$ cat src/rtl/cmd_resp_unit.sv
module cmd_resp_unit #(
  parameter logic [31:0] R1_ERR_MASK = 32'hFDF9_0000,
  parameter logic [15:0] R6_ERR_MASK = 16'hE008,
  parameter int          NWORDS      = 8
) (
  input  logic         clk,
  input  logic         rst_n,
  input  logic         reg_wr_en,
  input  logic [3:0]   reg_addr,
  input  logic [15:0]  reg_wdata,
  output logic [15:0]  reg_rdata,
  input  logic         ctl_enable,
  output logic         card_req,
  output logic [5:0]   card_idx,
  output logic [2:0]   card_rtype,
  output logic         card_wait_busy,
  input  logic         card_resp_valid,
  input  logic [4:0]   card_resp_len,
  input  logic [127:0] card_resp_data,
  output logic         xfer_active,
  output logic         xfer_dir,
  output logic         fifo_clr,
  output logic         irq
);

  localparam logic [3:0] A_CMD  = 4'd0;
  localparam logic [3:0] A_STAT = 4'd1;
  localparam logic [3:0] A_MASK = 4'd2;
  localparam int         RSP_LSB_ADDR = 16 - NWORDS;

  logic        pend_q;
  logic [15:0] last_q;
  logic [5:0]  idx_q;
  logic [2:0]  rtype_q;
  logic        bflag_q;
  logic [15:0] st_q, st_n;
  logic [14:0] mask_q;
  logic [15:0] rsp_q [NWORDS];
  logic        act_q, dir_q, clr_q;

  wire cmd_wr    = reg_wr_en && (reg_addr == A_CMD);
  wire stat_wr   = reg_wr_en && (reg_addr == A_STAT);
  wire mask_wr   = reg_wr_en && (reg_addr == A_MASK);
  wire cmd_ok    = cmd_wr && ctl_enable && !pend_q;
  wire init_zero = reg_wdata[7] && (reg_wdata[5:0] == 6'd0);
  wire issue     = cmd_ok && !init_zero;
  wire resp_take = card_resp_valid && pend_q;

  logic       has_rsp;
  logic [4:0] need_len;
  always_comb begin
    case (rtype_q)
      3'd1, 3'd3, 3'd6: begin has_rsp = 1'b1; need_len = 5'd4;  end
      3'd2:             begin has_rsp = 1'b1; need_len = 5'd16; end
      default:          begin has_rsp = 1'b0; need_len = 5'd0;  end
    endcase
  end

  wire short_rsp = has_rsp && (card_resp_len < need_len);
  wire err_r1    = (rtype_q == 3'd1) && |(card_resp_data[127:96] & R1_ERR_MASK);
  wire err_r6    = (rtype_q == 3'd6) && |(card_resp_data[111:96] & R6_ERR_MASK);
  wire card_err  = !short_rsp && (err_r1 || err_r6);
  wire capture   = resp_take && has_rsp && !short_rsp;

  logic [15:0] resp_bits;
  always_comb begin
    resp_bits = 16'h0000;
    if (short_rsp) begin
      resp_bits[7] = 1'b1;
    end else begin
      resp_bits[0]  = 1'b1;
      resp_bits[2]  = (idx_q == 6'd12);
      resp_bits[14] = card_err;
    end
  end

  always_comb begin
    st_n = st_q;
    if (stat_wr)            st_n = st_n & ~reg_wdata;
    if (cmd_ok && init_zero) st_n[0] = 1'b1;
    if (resp_take)          st_n = st_n | resp_bits;
  end

  always_ff @(posedge clk or negedge rst_n) begin
    if (!rst_n) begin
      pend_q  <= 1'b0;
      last_q  <= '0;
      idx_q   <= '0;
      rtype_q <= '0;
      bflag_q <= 1'b0;
      st_q    <= '0;
      mask_q  <= '0;
      act_q   <= 1'b0;
      dir_q   <= 1'b0;
      clr_q   <= 1'b0;
    end else begin
      st_q  <= st_n;
      clr_q <= 1'b0;
      if (mask_wr) mask_q <= reg_wdata[14:0];
      if (cmd_ok) last_q <= reg_wdata;
      if (resp_take) pend_q <= 1'b0;
      if (issue) begin
        pend_q  <= 1'b1;
        idx_q   <= reg_wdata[5:0];
        rtype_q <= reg_wdata[10:8];
        bflag_q <= reg_wdata[11];
        if (reg_wdata[13:12] == 2'd3) begin
          act_q <= 1'b1;
          dir_q <= reg_wdata[15];
          clr_q <= 1'b1;
        end else begin
          act_q <= 1'b0;
        end
      end
    end
  end

  for (genvar i = 0; i < NWORDS; i++) begin : g_rsp
    always_ff @(posedge clk or negedge rst_n) begin
      if (!rst_n)       rsp_q[i] <= '0;
      else if (cmd_ok)  rsp_q[i] <= '0;
      else if (capture) rsp_q[i] <= card_resp_data[16*i +: 16];
    end
  end

  always_comb begin
    reg_rdata = 16'h0000;
    case (reg_addr)
      A_CMD:   reg_rdata = last_q;
      A_STAT:  reg_rdata = st_q;
      A_MASK:  reg_rdata = {1'b0, mask_q};
      default: if (int'(reg_addr) >= RSP_LSB_ADDR) reg_rdata = rsp_q[int'(reg_addr) - RSP_LSB_ADDR];
    endcase
  end

  assign card_req       = pend_q;
  assign card_idx       = idx_q;
  assign card_rtype     = rtype_q;
  assign card_wait_busy = bflag_q && (rtype_q == 3'd1);
  assign xfer_active    = act_q;
  assign xfer_dir       = dir_q;
  assign fifo_clr       = clr_q;
  assign irq            = |(st_q & {1'b0, mask_q});


  resp_ends_req_chk: assert property (@(posedge clk) disable iff (!rst_n)
    (card_resp_valid && card_req) |=> !card_req);


  disabled_cmd_chk: assert property (@(posedge clk) disable iff (!rst_n)
    (cmd_wr && !ctl_enable) |=> ($stable(last_q) && !$rose(card_req)));


  init_no_req_chk: assert property (@(posedge clk) disable iff (!rst_n)
    (cmd_ok && init_zero) |=> (!card_req && st_q[0]));


  timeout_excl_chk: assert property (@(posedge clk) disable iff (!rst_n)
    (card_resp_valid && card_req) |=> !($rose(st_q[7]) && $rose(st_q[0])));


  fifo_clr_chk: assert property (@(posedge clk) disable iff (!rst_n)
    fifo_clr |-> (xfer_active && !$past(xfer_active && !card_req)) || xfer_active);


  w1c_chk: assert property (@(posedge clk) disable iff (!rst_n)
    (stat_wr && !card_resp_valid) |=> ((st_q & $past(reg_wdata)) == 16'h0000));


  mask_top_chk: assert property (@(posedge clk) disable iff (!rst_n)
    (reg_addr == A_MASK) |-> !reg_rdata[15]);

endmodule

$ cat config.mk
export PLATFORM = sky130hd
export DESIGN_NAME = cmd_resp_unit
export DESIGN_NICKNAME = d
export VERILOG_FILES = /design/src/rtl/cmd_resp_unit.sv
export SDC_FILE = /design/constraint.sdc
export NUM_CORES = 1
export LEC_CHECK = 0
export ABC_AREA = 1
export BUFFER_PORTS_ARGS = -buffer_cell sky130_fd_sc_hd__buf_2
export CORE_AREA = 2 2 133 135
export CTS_BUF_LIST = sky130_fd_sc_hd__clkbuf_4
export DETAILED_ROUTE_END_ITERATION = 16
export DIE_AREA = 0 0 135 137
export PLACE_DENSITY = 0.79
export SLEW_MARGIN = 20
export SYNTH_ARGS = -nofsm -noshare
export SYNTH_HDL_FRONTEND = slang
export SYNTH_SLANG_ARGS = --single-unit
export TNS_END_PERCENT = 30
$ cat constraint.sdc
create_clock -name clk -period 1.9 [get_ports clk]
set_input_delay 0.19 -clock clk [delete_from_list [all_inputs] [get_ports clk]]
set_output_delay 0.19 -clock clk [all_outputs]
set_load 0.02 [all_outputs]
==> flow_metrics.env, run 1 <==
export IMPL_h_tree_depth=4
export IMPL_dr_pass1_iters=7
export IMPL_slew_viol_final=0
export IMPL_place_gp_congestion=0.8907
export IMPL_cts_tree="built"
export IMPL_seq_area_frac_synth_pct=51.32
export IMPL_coreArea_um2=17060
export IMPL_rows=48
export IMPL_cts_root_buf="clkbuf_4"
export IMPL_grt_setup_unrepaired="true"
export IMPL_layout_setup_ws_ns=-0.2498
export IMPL_io_buffers=186
export IMPL_worstSetupStartpointType="register"
export IMPL_clk_pin_slew_ns=0.17
export IMPL_path_cells="nor2_2 > nor2_1 > o21ai_1 > nand4_1 > nand3_1 > nand2_2 > buf_6"
export IMPL_setup_viol=16
export IMPL_wl_per_cell_um=19.04
export IMPL_ant_nets=0
export IMPL_slew_headroom_pct=63.13
export IMPL_rr_worst_depth=10
export IMPL_vias_per_cell=5.870
export IMPL_maxCapViolations=0
export IMPL_avgSynthCellArea_um2=8.027
export IMPL_antenna_found_initial=2
export IMPL_slowest_stage="dfrtp_1"
export IMPL_violations="setup timing"
export IMPL_fin_nets=1628
export IMPL_synth_edf_count=0
export IMPL_ios=189
export IMPL_ir_drop_uv=424.0
export IMPL_clock_path_buffers=2
export IMPL_worstPathArrival_ns=1.96
export IMPL_overflow=0
export IMPL_synth_main_ff_cell="dfrtp_1"
export IMPL_grt_max_degree=123
export IMPL_dr_wl_met2_um=15380
export IMPL_reg2reg_slack_ns=0.11
export IMPL_skew_ns=0.02087
export IMPL_routed_wl_um=32540
export IMPL_cp_required_ns=1.71
export IMPL_synthArstFlopShare_pct=100.0
export IMPL_ys_warn_count=0
export IMPL_place_hpwl_um=20040
export IMPL_first_iter_violations=1238
export IMPL_hold_viol=0
export IMPL_clk_latency_ns=0.62
export IMPL_synth_fp_nets=1307
export IMPL_top_layer="met4"
export IMPL_clock_sinks=189
export IMPL_num_vias=10031
export IMPL_tns_ns=-2.626
export IMPL_cellLeakagePower_nw=6.520
export IMPL_r2r_start="card_rtype[0]$_DFFE_PN0P_"
export IMPL_cts_made_buffers=17
export IMPL_post_route_cells_drive_above_1_share_pct=20.99
export IMPL_syn_inst=1148
export IMPL_criticalPathCategory="register to output pin"
export IMPL_fp_dieW_um=135
export IMPL_finalPower_mw=9.099
export IMPL_syn_area_um2=9215
export IMPL_grt_pass1_vias=9637
export IMPL_hold_class="input pin to async pin"
export IMPL_fmax_mhz=465.2
export IMPL_die_h_um=137
export IMPL_status="finished, violations left"
export IMPL_drcViolationCount=0
export IMPL_final_common_cell="nand2_1"
export IMPL_critPathMaxFanout=2
export IMPL_end_kind="output pin"
export IMPL_synth_cell_types=31
export IMPL_syn2layout_area_growth_pct=35.07
export IMPL_fin_crit_sh_pct=113.1
export IMPL_met3_length_um=3046
export IMPL_grt_pass1_wl_um=50090
export IMPL_dieArea_um2=18500
export IMPL_grtUsageTotal_pct=35.75
export IMPL_reg2reg_to="rsp_q[38]$_DFFE_PN0P_"
export IMPL_power_density_nw_per_um2=731.0
export IMPL_final_cell_mix="nand2_1, nand3_1, dfrtp_1, buf_2, dlygate4sd3_1"
export IMPL_ys_ff_latch=189
export IMPL_worstMarginPinSlew_ns=0.5530
export IMPL_post_route_min_period_ns=2.150
export IMPL_start_util_pct=54.03
export IMPL_max_stage_delay_ns=0.44
export IMPL_met1_length_um=12310
export IMPL_layout_cells_non_filler=1709
export IMPL_placed_cells=1527
how the worst max path moves through the flow:
stage,slack [ns],endpoint,from,cells after the start
final,-0.25,reg_rdata[7],rsp_q[87]$_DFFE_PN0P_,7
after detailed placement,0.02,rsp_q[90]$_DFFE_PN0P_,reg_addr[0],9
after global routing,-0.28,reg_rdata[7],rsp_q[87]$_DFFE_PN0P_,7
after global placement,0.04,rsp_q[91]$_DFFE_PN0P_,reg_addr[0],9
after CTS,-0.20,reg_rdata[0],rsp_q[80]$_DFFE_PN0P_,7
after floorplan,0.15,rsp_q[23]$_DFFE_PN0P_,card_rtype[0]$_DFFE_PN0P_,12
registers in the layout (all words and copies together), names as in the netlist:
register	count
xfer_active	1
bflag_q	1
card_req	1
rsp_q	128
mask_q	15
fifo_clr	1
card_rtype	3
card_idx	6
st_q	16
xfer_dir	1
last_q	16
layout make-up:
type / count / area [µm²]
tap: 225 / 281.5
clock inverter: 14 / 143.9
sequential: 189 / 4730
inverter: 49 / 188.9
multi-input combinational: 827 / 3935
antenna: 2 / 5.005
clock buffer: 18 / 135.1
timing repair buffer: 385 / 3028
fill: 1224 / 4609
stage by stage:
stage	utilization [%]	setup WS [ns]	area, µm²	hold slack, ns
6_report	72.98	-0.2498	12450	0.03931
5_1_grt	72.98	-0.2754	12450	0.04477
4_1_cts	72.39	-0.2008	12350	0.03389
3_5_place_dp	61.96	0.01869	10570	0.1319
3_3_place_gp	61.96	0.04342	10570	0.1310
2_1_floorplan	-	0.1487	9215	-0.1056
where the power goes:
part	total, mW	internal, mW	switching [mW]
Combinational	2.06	0.880	1.18
Sequential	4.79	4.49	0.302
Clock	2.25	0.796	1.45
Total	9.10	6.16	2.94
kinds of logic after synthesis:
logic type / count (synthesis) / synth area share (%)
simple gates: 709 / 34.92
flops: 189 / 51.32
buf+inv: 132 / 7.074
compound gates: 117 / 6.544
fa+ha+maj: 1 / 0.1358
synthesized netlist by cell type, types with 2 or more instances:
cell type	n	area, µm²
inv_4	2	12.51
buf_2	52	260.3
a21oi_1	48	240.2
nor2_4	3	33.78
o21a_1	2	15.01
nand2_4	2	22.52
buf_1	6	22.52
buf_4	3	22.52
nand2_2	3	18.77
clkbuf_1	12	45.04
nand3_1	300	1501
o21ai_1	9	45.04
dfrtp_1	189	4730
nand2_1	305	1145
inv_2	5	18.77
nor2_1	53	198.9
nand4_1	37	231.5
o22ai_1	3	18.77
inv_1	42	157.7
buf_6	10	112.6
o21ai_0	52	260.3
worst max-delay path: cells and delay by family (launching register included):
kind            cells  cell delay, ns
flops               1            0.44
compound gates      1            0.13
buf+inv             1            0.14
simple gates        5            0.62
routing by layer:
| metal | GRT usage, % | vias up |
|---|---|---|
| li1 | - | 4500 |
| met1 | 45.57 | 4678 |
| met2 | 58.60 | 699 |
| met3 | 7.037 | 154 |
| met4 | 17.88 | 0 |
| met5 | 0 | - |
timing repair:
action,CTS,global route
hold buffers,147,0
pin swaps,14,21
gates resized for setup,17,21
endpoints found under the hold margin,378,0
setup endpoints to repair,17,51
buffers inserted,0,3
(Power assumes the default switching activity.)
==> inputs of run 2 (changes only) <==
CORE_AREA = 2 2 179 181   (was 2 2 133 135)
DIE_AREA = 0 0 181 183   (was 0 0 135 137)
PLACE_DENSITY = default   (was 0.79)
RECOVER_POWER = 100   (was default)
==> run 2 against run 1 <==
Against the previous run: the run ends with DRC, setup timing left; total power increased by 2.2%; sequential power about the same; global-route usage decreased by 16 points; combinational power increased by 7%; clock skew increased by 0.0072 ns; fmax increased by 3.5%; count of clock-buffer cells in the layout unchanged; sequential share of layout area decreased by 1.7 points; non-clock buffer count increased by 18; first-iteration DRC count decreased by 20%; clock power increased by 3%; flip-flop and latch count unchanged; highest routed layer unchanged.
==> flow_metrics.env, run 2 (synthesis gave the netlist of run 1 again) <==
export IMPL_cts_tree="built"
export IMPL_grtUsageTotal_pct=19.82
export IMPL_grt_pass1_vias=9290
export IMPL_setup_viol=16
export IMPL_grt_max_degree=69
export IMPL_vias_per_cell=5.021
export IMPL_p_int_mw=6.177
export IMPL_fp_dieW_um=181
export IMPL_final_cell_mix="nand2_1, nand3_1, dfrtp_1, buf_2, dlygate4sd3_1"
export IMPL_clk_pin_slew_ns=0.16
export IMPL_ir_drop_uv=416.2
export IMPL_combPwrFrac_pct=23.8
export IMPL_rows=65
export IMPL_place_hpwl_um=23230
export IMPL_hold_viol=0
export IMPL_h_tree_depth=4
export IMPL_post_route_min_period_ns=2.077
export IMPL_hold_class="input pin to register"
export IMPL_cellLeakagePower_nw=6.655
export IMPL_dr_wl_met2_um=15950
export IMPL_drcViolationCount=2
export IMPL_coreArea_um2=31230
export IMPL_critPathMaxFanout=2
export IMPL_criticalPathCategory="register to output pin"
export IMPL_clock_sinks=189
export IMPL_start_util_pct=29.51
export IMPL_clock_path_buffers=2
export IMPL_final_common_cell="nand2_1"
export IMPL_dr_pass1_iters=11
export IMPL_cts_made_buffers=17
export IMPL_ios=189
export IMPL_tns_ns=-1.928
export IMPL_seq_power_share_pct=51.4
export IMPL_cp_required_ns=1.71
export IMPL_fmax_mhz=481.5
export IMPL_top_layer="met4"
export IMPL_layout_setup_ws_ns=-0.1768
export IMPL_maxCapViolations=0
export IMPL_met3_length_um=2215
export IMPL_status="finished, violations left"
export IMPL_num_vias=9575
export IMPL_slew_headroom_pct=29.71
export IMPL_slew_viol_final=0
export IMPL_switching_share_pct=33.59
export IMPL_post_place_ws_ns=-0.03320
export IMPL_place_gp_congestion=0.8546
export IMPL_path_cells="o21ai_0 > nand4_1 > nand3_2 > nand2_1 > buf_2"
export IMPL_die_h_um=183
export IMPL_skew_ns=0.02806
export IMPL_slowest_stage="dfrtp_1"
export IMPL_syn2layout_area_growth_pct=41.28
export IMPL_worstSetupStartpointType="register"
export IMPL_grt_setup_unrepaired="true"
export IMPL_power_density_nw_per_um2=714.5
export IMPL_wl_per_cell_um=17.91
export IMPL_reg_top3="rsp_q: 128 flops, last_q: 16 flops, st_q: 16 flops"
export IMPL_worstPathArrival_ns=1.89
export IMPL_violations="DRC, setup timing"
export IMPL_met1_length_um=15050
export IMPL_switchingPower_mw=3.125
export IMPL_ant_nets=0
export IMPL_clk_latency_ns=0.61
export IMPL_end_kind="output pin"
export IMPL_routed_wl_um=34150
export IMPL_overflow=0
export IMPL_dieArea_um2=33120
export IMPL_worstMarginPinSlew_ns=1.054
export IMPL_clkPwrFrac_pct=24.8
export IMPL_cts_root_buf="clkbuf_4"
export IMPL_max_stage_delay_ns=0.41
export IMPL_io_buffers=186
export IMPL_post_route_cells_drive_above_1_share_pct=23.58
export IMPL_grt_pass1_wl_um=51130
export IMPL_largest_reg_flops=128
export IMPL_fin_crit_sh_pct=109.3
export IMPL_largest_register="rsp_q"
export IMPL_fin_nets=1647
export IMPL_antenna_found_initial=2
export IMPL_first_iter_violations=994
[run 2: changes by cell type in the layout (fill, tap and decap cells not counted), moves of 5 or more]
| cell | previous run | this run |
|---|---|---|
| nand3_2 | 8 | 21 |
| nand3_1 | 292 | 279 |
| buf_4 | 38 | 49 |
| clkbuf_16 | 0 | 5 |
| o21ai_2 | 2 | 8 |
| buf_6 | 6 | 15 |
| buf_12 | 14 | 8 |
| inv_8 | 0 | 5 |
| o21ai_0 | 45 | 39 |
| buf_2 | 179 | 174 |
[run 2: per-layer routing]
metal,GRT usage [%],vias to the layer above
met3,2.462,49
met4,7.642,0
li1,-,4541
met5,0,-
met1,27.40,4582
met2,31.88,403
[run 2: final cells by class]
cell class	count	area (µm²)
clock buffer	18	135.1
tap	402	503.0
timing repair buffer	403	3239
multi-input combinational	828	4061
antenna	4	10.01
clock inverter	14	151.4
sequential	189	4730
fill	3165	18210
inverter	49	188.9
[run 2: path summary, 6_finish.rpt]
kind / start / end / slack (ns) / cells past startpoint
min: ctl_enable / card_idx[5]$_DFFE_PN0P_ / 0.13 / 4
max: rsp_q[1]$_DFFE_PN0P_ / reg_rdata[1] / -0.18 / 5
max reg2reg: card_rtype[0]$_DFFE_PN0P_ / rsp_q[92]$_DFFE_PN0P_ / 0.08 / 8
min reg2reg: last_q[15]$_DFFE_PN0P_ / last_q[15]$_DFFE_PN0P_ / 0.51 / 2
max in group asynchronous: rst_n / rsp_q[78]$_DFFE_PN0P_ / 0.25 / 3
min in group asynchronous: rst_n / mask_q[3]$_DFFE_PN0P_ / 0.28 / 2
[run 2: worst max-delay path: cells and delay by family, from the launching register on]
family                 cells  cell delay, ns
buffers and inverters      1            0.17
and+or+nand+nor            3            0.40
AOI/OAI and AO/OA          1            0.30
DFF                        1            0.41
[run 2: power groups by stage]
stage,logic [mW],registers [mW],clock network [mW]
2_1_floorplan,0.919,4.82,0
3_3_place_gp,1.69,4.83,0
3_5_place_dp,1.74,4.84,0
4_1_cts,2.04,4.77,2.34
5_1_grt,2.44,4.83,2.53
6_report,2.21,4.78,2.31
[run 2: what timing repair did]
action,CTS,global route
buffers inserted,4,7
hold buffers,147,0
gates cloned,0,7
endpoints found under the setup margin,48,116
endpoints found under the hold margin,378,0
pin swaps,33,38
resized for setup,51,37
[run 2: through the flow]
step | std cells | power [mW] | hold WS [ns] | area, µm² | utilization, %
floorplan | 1148 | 5.741 | -0.1056 | 9215 | -
global placement | 1706 | 6.527 | 0.1359 | 10770 | 34.48
detailed placement | 1706 | 6.580 | 0.1346 | 10770 | 34.48
CTS | 1889 | 9.144 | 0.06250 | 12700 | 40.68
global route | 1905 | 9.804 | 0.1502 | 13010 | 41.67
finish | 1907 | 9.302 | 0.1333 | 13020 | 41.69
==> inputs of run 3 (changes only) <==
clock period = 2.15 ns   (was 1.9 ns; I/O delays follow)
==> run 3 against run 2 <==
Against the previous run: the flow still finishes with violations (DRC, setup timing); largest cell class unchanged; count of clock-buffer cells in the layout increased by 1; highest routed layer unchanged; worst hold slack got worse by 0.086 ns; total power fell by 16%; first-iteration DRC count decreased by 9.5%; via count is 2.2% lower.
==> flow_metrics.env, run 3 (synthesis gave the netlist of run 1 again) <==
export IMPL_fin_nets=1613
export IMPL_ir_drop_uv=360.9
export IMPL_antenna_found_initial=2
export IMPL_tns_ns=-0.005303
export IMPL_ant_nets=0
export IMPL_worstPathArrival_ns=1.94
export IMPL_dr_pass1_iters=11
export IMPL_start_util_pct=29.51
export IMPL_fmax_mhz=464.5
export IMPL_reg2reg_slack_ns=0.11
export IMPL_h_tree_depth=4
export IMPL_syn2layout_area_growth_pct=34.99
export IMPL_cts_tree="built"
export IMPL_grtUsageMet1_pct=26.74
export IMPL_layout_cells_non_filler=1872
export IMPL_fin_crit_sh_pct=100.1
export IMPL_maxCapViolations=0
export IMPL_vias_per_cell=5.004
export IMPL_fp_dieW_um=181
export IMPL_slew_headroom_pct=5.279
export IMPL_grt_use_met2_pct=30.97
export IMPL_place_gp_congestion=0.8403
export IMPL_io_buffers=186
export IMPL_fin_area_um2=12440
export IMPL_largest_register="rsp_q"
export IMPL_grt_busiest_layer="met2"
export IMPL_drcViolationCount=2
export IMPL_finalPower_mw=7.814
export IMPL_post_route_cells_drive_above_1_share_pct=18.54
export IMPL_rr_worst_depth=11
export IMPL_num_vias=9367
export IMPL_end_kind="output pin"
export IMPL_worstMarginPinSlew_ns=1.421
export IMPL_critPathMaxFanout=2
export IMPL_largest_reg_flops=128
export IMPL_grt_util_met3_pct=4.031
export IMPL_worstHoldPathCells=3
export IMPL_wl_per_cell_um=17.32
export IMPL_rows=65
export IMPL_cp_required_ns=1.93
export IMPL_status="finished, violations left"
export IMPL_final_cell_mix="nand2_1, nand3_1, dfrtp_1, buf_2, dlygate4sd3_1"
export IMPL_switchingPower_mw=2.609
export IMPL_first_iter_violations=900
export IMPL_fin_util_pct=39.83
export IMPL_post_route_min_period_ns=2.153
export IMPL_hold_start="ctl_enable"
export IMPL_place_hpwl_um=22830
export IMPL_hold_viol=0
export IMPL_final_common_cell="nand2_1"
export IMPL_power_density_nw_per_um2=628.2
export IMPL_clkPwrFrac_pct=24.4
export IMPL_overflow=0
export IMPL_combPwrFrac_pct=21.7
export IMPL_grtUsageTotal_pct=19.43
export IMPL_placed_cells=1685
export IMPL_reg2reg_to="rsp_q[69]$_DFFE_PN0P_"
export IMPL_reg_top3="rsp_q: 128 flops, last_q: 16 flops, st_q: 16 flops"
export IMPL_criticalPathCategory="register to output pin"
export IMPL_grt_pass1_wl_um=50110
export IMPL_r2r_start="card_rtype[0]$_DFFE_PN0P_"
export IMPL_place_area_um2=10610
export IMPL_hold_class="input pin to register"
export IMPL_dieArea_um2=33120
export IMPL_violations="DRC, setup timing"
export IMPL_clock_path_buffers=2
export IMPL_clock_sinks=189
export IMPL_layout_setup_ws_ns=-0.002667
export IMPL_cts_root_buf="clkbuf_4"
export IMPL_cellLeakagePower_nw=6.366
export IMPL_switching_share_pct=33.39
export IMPL_grt_setup_unrepaired="true"
export IMPL_grt_max_degree=81
export IMPL_p_int_mw=5.205
export IMPL_post_place_ws_ns=0.01831
export IMPL_seq_power_share_pct=54.0
export IMPL_skew_ns=0.02978
export IMPL_grt_pass1_vias=8972
export IMPL_routed_wl_um=32410
export IMPL_coreArea_um2=31230
export IMPL_min_to="card_idx[5]$_DFFE_PN0P_"
export IMPL_fill_cells=3245
export IMPL_setup_viol=2
export IMPL_clk_latency_ns=0.59
export IMPL_ios=189
export IMPL_clk_pin_slew_ns=0.17
export IMPL_slew_viol_final=0
export IMPL_die_h_um=183
export IMPL_cts_made_buffers=17
export IMPL_whs_ns=0.04716
export IMPL_worstSetupStartpointType="register"
## run 3: how the worst max path moves through the flow
stage | start | endpoint | slack, ns
6_report | rsp_q[6]$_DFFE_PN0P_ | reg_rdata[6] | -0.003
5_1_grt | rsp_q[93]$_DFFE_PN0P_ | reg_rdata[13] | -0.13
4_1_cts | rsp_q[94]$_DFFE_PN0P_ | reg_rdata[14] | -0.05
3_5_place_dp | reg_addr[0] | reg_rdata[2] | 0.02
3_3_place_gp | reg_addr[0] | reg_rdata[2] | 0.04
2_1_floorplan | card_rtype[0]$_DFFE_PN0P_ | rsp_q[23]$_DFFE_PN0P_ | 0.40
## run 3: repair_timing
action | 4_1_cts | 5_1_grt
hold endpoints to repair | 282 | 0
hold buffers | 147 | 0
resized for setup | 7 | 30
pin swaps | 3 | 19
endpoints found under the setup margin | 10 | 45
buffers inserted | 0 | 5
## run 3: power by group through the flow
stage / logic [mW] / registers [mW] / clock network, mW
after global routing: 1.88 / 4.26 / 2.12
after detailed placement: 1.46 / 4.28 / 0
after CTS: 1.67 / 4.21 / 1.96
final: 1.69 / 4.22 / 1.90
after floorplan: 0.812 / 4.26 / 0
after global placement: 1.43 / 4.27 / 0
## run 3: worst max-delay path, cell delays in order (launching register included)
cell	delay, ns
dfrtp_1	0.42
o21ai_0	0.39
nand4_1	0.14
nand3_1	0.17
nand2_1	0.06
buf_2	0.16
## run 3: cell type report
class | instances | area, µm² | area share [%]
Sequential cell | 189 | 4730 | 38.02
Multi-Input combinational cell | 827 | 3910 | 31.43
Timing Repair Buffer | 370 | 2828 | 22.73
Tap cell | 402 | 503.0 | 4.043
Inverter | 49 | 188.9 | 1.519
Clock buffer | 19 | 142.6 | 1.147
Clock inverter | 13 | 130.1 | 1.046
Antenna cell | 3 | 7.507 | 0.06035
## run 3: layer usage
layer  part of all wire (%)  wire length (µm)
met5                      0                 0
met4                    2.1               686
met3                    6.3              2055
met2                     47             15220
met1                     45             14460
